**config.mk**
```make
export PLATFORM = sky130hd
export DESIGN_NAME = regbus_xcvr
export DESIGN_NICKNAME = d
export VERILOG_FILES = /design/src/rtl/regbus_pkg.sv /design/src/rtl/regbus_capture.sv /design/src/rtl/regbus_section.sv /design/src/rtl/regbus_xcvr.sv
export SDC_FILE = /design/constraint.sdc
export NUM_CORES = 1
export LEC_CHECK = 0
export CORE_MARGIN = 4
export CORE_UTILIZATION = 25
export DETAILED_ROUTE_END_ITERATION = 6
export HOLD_SLACK_MARGIN = 0.1
export PLACE_DENSITY = 0.52
export REMOVE_ABC_BUFFERS = 1
export SKIP_LAST_GASP = 1
export SLEW_MARGIN = 20
export SYNTH_ARGS = -nofsm -noshare
export SYNTH_HDL_FRONTEND = slang
export SYNTH_HIERARCHICAL = 1
export SYNTH_SLANG_ARGS = --single-unit
```
**constraint.sdc**
```tcl
create_clock -name clk -period 1.12 [get_ports clk]
set_clock_uncertainty 0.15 [all_clocks]
set_input_delay 0.112 -clock clk [delete_from_list [all_inputs] [get_ports clk]]
set_output_delay 0.112 -clock clk [all_outputs]
set_load 0.02 [all_outputs]
```
**src/rtl/regbus_pkg.sv**
```systemverilog
package regbus_pkg;

  typedef enum logic {
    SRC_LIVE   = 1'b0,
    SRC_STORED = 1'b1
  } src_sel_e;

  // A bus is driven when the section is enabled and the direction points at it.
  function automatic logic drive_en(input logic oe_n, input logic dir_a2b,
                                    input logic toward_b);
    return !oe_n && (dir_a2b == toward_b);
  endfunction

  // Strobe seen high now after being low at the previous sample.
  function automatic logic edge_rise(input logic now_v, input logic prev_v);
    return now_v && !prev_v;
  endfunction

endpackage

```
**src/rtl/regbus_capture.sv**
```systemverilog
module regbus_capture
  import regbus_pkg::*;
#(
  parameter int W = 8
) (
  input  logic         clk,
  input  logic         rst,
  input  logic         strobe,
  input  logic [W-1:0] din,
  output logic         fire,
  output logic [W-1:0] q
);
  logic strobe_q;

  assign fire = edge_rise(strobe, strobe_q);

  always_ff @(posedge clk) begin
    if (rst) begin
      strobe_q <= 1'b0;
      q        <= '0;
    end else begin
      strobe_q <= strobe;
      if (fire) q <= din;
    end
  end
endmodule

```
**src/rtl/regbus_section.sv**
```systemverilog
module regbus_section
  import regbus_pkg::*;
#(
  parameter int W = 8
) (
  input  logic         clk,
  input  logic         rst,
  input  logic         dir_a2b,
  input  logic         oe_n,
  input  logic         cap_ab,
  input  logic         cap_ba,
  input  logic         sel_ab,
  input  logic         sel_ba,
  input  logic [W-1:0] a_in,
  input  logic [W-1:0] b_in,
  output logic [W-1:0] a_out,
  output logic [W-1:0] b_out,
  output logic [W-1:0] a_oe,
  output logic [W-1:0] b_oe,
  output logic         fire_ab,
  output logic         fire_ba
);
  logic [W-1:0] held_ab;
  logic [W-1:0] held_ba;

  regbus_capture #(.W(W)) u_cap_ab (
    .clk(clk), .rst(rst), .strobe(cap_ab), .din(a_in),
    .fire(fire_ab), .q(held_ab)
  );

  regbus_capture #(.W(W)) u_cap_ba (
    .clk(clk), .rst(rst), .strobe(cap_ba), .din(b_in),
    .fire(fire_ba), .q(held_ba)
  );

  assign b_out = (src_sel_e'(sel_ab) == SRC_STORED) ? held_ab : a_in;
  assign a_out = (src_sel_e'(sel_ba) == SRC_STORED) ? held_ba : b_in;

  assign b_oe = {W{drive_en(oe_n, dir_a2b, 1'b1)}};
  assign a_oe = {W{drive_en(oe_n, dir_a2b, 1'b0)}};
endmodule

```
**src/rtl/regbus_xcvr.sv**
```systemverilog
module regbus_xcvr #(
  parameter int SECTIONS = 2,
  parameter int SEC_W    = 8,
  localparam int TW      = SECTIONS * SEC_W
) (
  input  logic                clk,
  input  logic                rst,
  input  logic                dir_a2b,
  input  logic [SECTIONS-1:0] oe_n,
  input  logic [SECTIONS-1:0] cap_ab,
  input  logic [SECTIONS-1:0] cap_ba,
  input  logic [SECTIONS-1:0] sel_ab,
  input  logic [SECTIONS-1:0] sel_ba,
  input  logic [TW-1:0]       a_in,
  output logic [TW-1:0]       a_out,
  output logic [TW-1:0]       a_oe,
  input  logic [TW-1:0]       b_in,
  output logic [TW-1:0]       b_out,
  output logic [TW-1:0]       b_oe
);
  // Capture events, brought out for the checker.
  logic [SECTIONS-1:0] fire_ab;
  logic [SECTIONS-1:0] fire_ba;

  for (genvar g = 0; g < SECTIONS; g++) begin : g_sec
    localparam int LO = g * SEC_W;
    regbus_section #(.W(SEC_W)) u_sec (
      .clk     (clk),
      .rst     (rst),
      .dir_a2b (dir_a2b),
      .oe_n    (oe_n[g]),
      .cap_ab  (cap_ab[g]),
      .cap_ba  (cap_ba[g]),
      .sel_ab  (sel_ab[g]),
      .sel_ba  (sel_ba[g]),
      .a_in    (a_in[LO +: SEC_W]),
      .b_in    (b_in[LO +: SEC_W]),
      .a_out   (a_out[LO +: SEC_W]),
      .b_out   (b_out[LO +: SEC_W]),
      .a_oe    (a_oe[LO +: SEC_W]),
      .b_oe    (b_oe[LO +: SEC_W]),
      .fire_ab (fire_ab[g]),
      .fire_ba (fire_ba[g])
    );
  end
endmodule

```
==> flow_summary_export.csv <==
group,metric,value,unit
timing,fmaxAchievable,789,MHz
global_route,grt_pass1_vias,2009,
synth,synth.distinct_cells,12,
synth,ys_seq_elements,36,
pwr,intPower,0.00294,W
finish,antennaDiodeCount,0,
pwr,ir_drop,0.465,mV
detailed_routing,route.detailed.drc,0,
floorplan,design.core.area,0.00973,sq mm
floorplan,rows,36,
pwr,combPwrFrac,33.3,%
run_status,status,"complete, but fails checks",
detailed_routing,routedWlPerCell,12.7,um
timing,drv_slew,0,
synth,syn-instance-count,216,
floorplan,die_h,108,um
synth,synth_top_area_share,28.9,%
critical_path,worstPathRequired,0.86,ns
finish,fillCellCount,994,
pwr,p_per_area,1010,mW/mm^2
critical_path,cp_max_fo,2,
synth,synth-edff-count,0,
detailed_routing,drt-total-wl,6180,um
synth,yosysSeqAreaShare,28.9,%
floorplan,die_area,0.0116,sq mm
pwr,sequentialPowerShare,35.3,%
clocking,clk_path_buf_depth,2,
synth,synth_flop_cell,"dfxtp_1",
critical_path,cp-end-kind,"output pin",
finish,layout.nets,396,
clocking,cts_tree,"built",
timing,hold_viol_final,0,
timing,tightest_slew,0.210,ns
placement,gp_congestion,0.687,
pwr,p_clk_share,31.4,%
pwr,power.switching,0.00109,W
global_route,grt_overflow,0,
timing,slew_headroom,86.0,%
detailed_routing,drtIter0Drc,44,
placement,dp_hpwl,4580,um
clocking,clk_latency,0.29,ns
synth,async_flop_share,0,%
floorplan,top_level_ports,109,
critical_path,critPathArrivalTime,1.01,ns
clocking,root_buffer,"clkbuf_8",
synth,avgSynthCellArea,11.5,sq um
timing,hold_slack,0.179,ns
clocking,clkTransAtPathRegs,0.08,ns
timing,post-route-min-period,1.27,ns
clocking,cts_buffers,5,
synth,synth_largest_area_cell,"dfxtp_1",
pwr,static-leakage-power,1.77,nW
critical_path,crit_type,"reg2out",
detailed_routing,vias_per_cell,4.18,
global_route,grt_start_max_net_pins,37,
critical_path,worst_setup_path_start_kind,"flop",
worst_hold_path,hold_path.class,"in2reg",
synth,synth_area,0.00249,sq mm
pwr,p_total,0.00403,W
clocking,htreeDepth,2,
placement,io_buffers,108,
floorplan,initial_utilization,25.6,%
global_route,grt_pass1_wl,9780,um
synth,yosysMostFrequentCell,"dfxtp_1",
timing,setup_ws,-0.148,ns
finish,area_delta_synth_final,60.1,%
global_route,antenna_found_initial,0,
timing,fin_crit_sh,113,%
synth,synth_area_leaders,"dfxtp_1 (29%), mux2_4 (19%), nand4bb_1 (14%), o21ai_2 (11%), buf_4 (8.4%)",
pwr,switching_share,27.0,%
job,cap_violations,0,
global_route,grt.total_usage,10.3,%
synth,synth_commonest_cells,"dfxtp_1 (36), mux2_4 (32), nand2b_1 (32), nand4bb_1 (32), o21ai_2 (32)",
detailed_routing,drt_pass1_iterations,4,
detailed_routing,antenna_left,0,
synth,yosys_warnings,6,
floorplan,fp.dieW,108,um
detailed_routing,via_count,2029,
run_status,violations,"setup timing",
clocking,cts.sinks,36,
finish,drive_above_1_share,65.3,%
timing,setup_viol,32,
timing,grt_setup_unrepaired,"true",
[placed cells by master (no fill, tap or decap), types with 2 or more instances in the layout]
master	instances
buf_4	58
dlygate4sd2_1	6
buf_12	6
nor2b_1	5
clkdlybuf4s50_1	36
buf_2	23
mux2_4	32
buf_6	35
nand2b_1	32
nand4bb_1	32
dfxtp_1	7
clkbuf_8	7
dfxtp_2	29
nor2_1	2
nor2b_4	5
o21ai_2	32
[power by group through the flow]
| stage | sequential, W | combinational (W) | clock [W] |
|---|---|---|---|
| finish | 0.00142 | 0.00134 | 0.00127 |
| global route | 0.00143 | 0.00143 | 0.00138 |
| CTS | 0.00142 | 0.00135 | 0.00133 |
| detailed placement | 0.00144 | 0.00133 | 0 |
| global placement | 0.00144 | 0.00133 | 0 |
| floorplan | 0.00142 | 0.000583 | 0 |
[worst max-delay path, cell delays in order, from the launching register on]
cell     delay (ns)
dfxtp_2        0.33
mux2_4         0.26
buf_6          0.13
[cell type report]
| cell class | instances | area (sq um) | share of cell area, % |
|---|---|---|---|
| Clock buffer | 7 | 96.3 | 2.41 |
| Timing Repair Buffer | 168 | 1510 | 37.9 |
| Multi-Input combinational cell | 140 | 1430 | 35.8 |
| Clock inverter | 1 | 30.0 | 0.752 |
| Sequential cell | 36 | 757 | 19.0 |
| Tap cell | 133 | 166 | 4.17 |
[per-stage QoR]
stage	setup TNS, ns	area (sq um)	cells	utilization [%]	setup slack [ns]
floorplan	-41.55	2140	176	-	-1.36
CTS	-4.92	3960	483	40.7	-0.163
global placement	-46.83	3830	467	39.4	-0.766
global route	-5.41	3990	485	41.0	-0.182
finish	-4.16	3990	485	41.0	-0.148
detailed placement	-48.07	3830	467	39.4	-0.773
[layer usage]
| layer | global-route usage (%) | wire (um) | up-vias |
|---|---|---|---|
| li1 | - | - | 1011 |
| met1 | 13.0 | 2800 | 936 |
| met2 | 17.4 | 2840 | 80 |
| met3 | 3.12 | 525 | 2 |
| met4 | 2.16 | 17 | 0 |
| met5 | 0 | 0 | - |
[path summary, 6_finish.rpt]
check / from / slack (ns) / cells after the start / to
min reg2reg: g_sec[1].u_sec/u_cap_ba/q[5]$_SDFFE_PP0P_ / 0.32 / 2 / g_sec[1].u_sec/u_cap_ba/q[5]$_SDFFE_PP0P_
min: rst / 0.18 / 4 / g_sec[0].u_sec/u_cap_ab/q[6]$_SDFFE_PP0P_
max: g_sec[0].u_sec/u_cap_ab/q[4]$_SDFFE_PP0P_ / -0.15 / 2 / b_out[4]
max reg2reg: g_sec[0].u_sec/u_cap_ab/strobe_q$_SDFF_PP0_ / 0.06 / 3 / g_sec[0].u_sec/u_cap_ab/q[5]$_SDFFE_PP0P_
[kinds of logic after synthesis]
family,after synthesis,synth area share (%)
AND/OR/NAND/NOR,76,26.5
multiplexers,32,19.3
buffers and inverters,40,14.1
AO/OA/AOI/OAI,32,11.2
flip-flops,36,28.9
[sequential cells by signal, indices dropped and copies added (netlist names)]
register,cells
g_sec.u_sec/u_cap_ba/strobe_q,2
g_sec.u_sec/u_cap_ab/strobe_q,2
g_sec.u_sec/u_cap_ab/q,16
g_sec.u_sec/u_cap_ba/q,16
[repair_timing]
action	CTS	global route
pin swaps	1	0
hold buffers	2	0
endpoints found under the setup margin	64	75
resized for setup	361	13
hold endpoints to repair	4	0
buffers inserted	6	2
No activity file was read; power rests on OpenSTA's default activity.
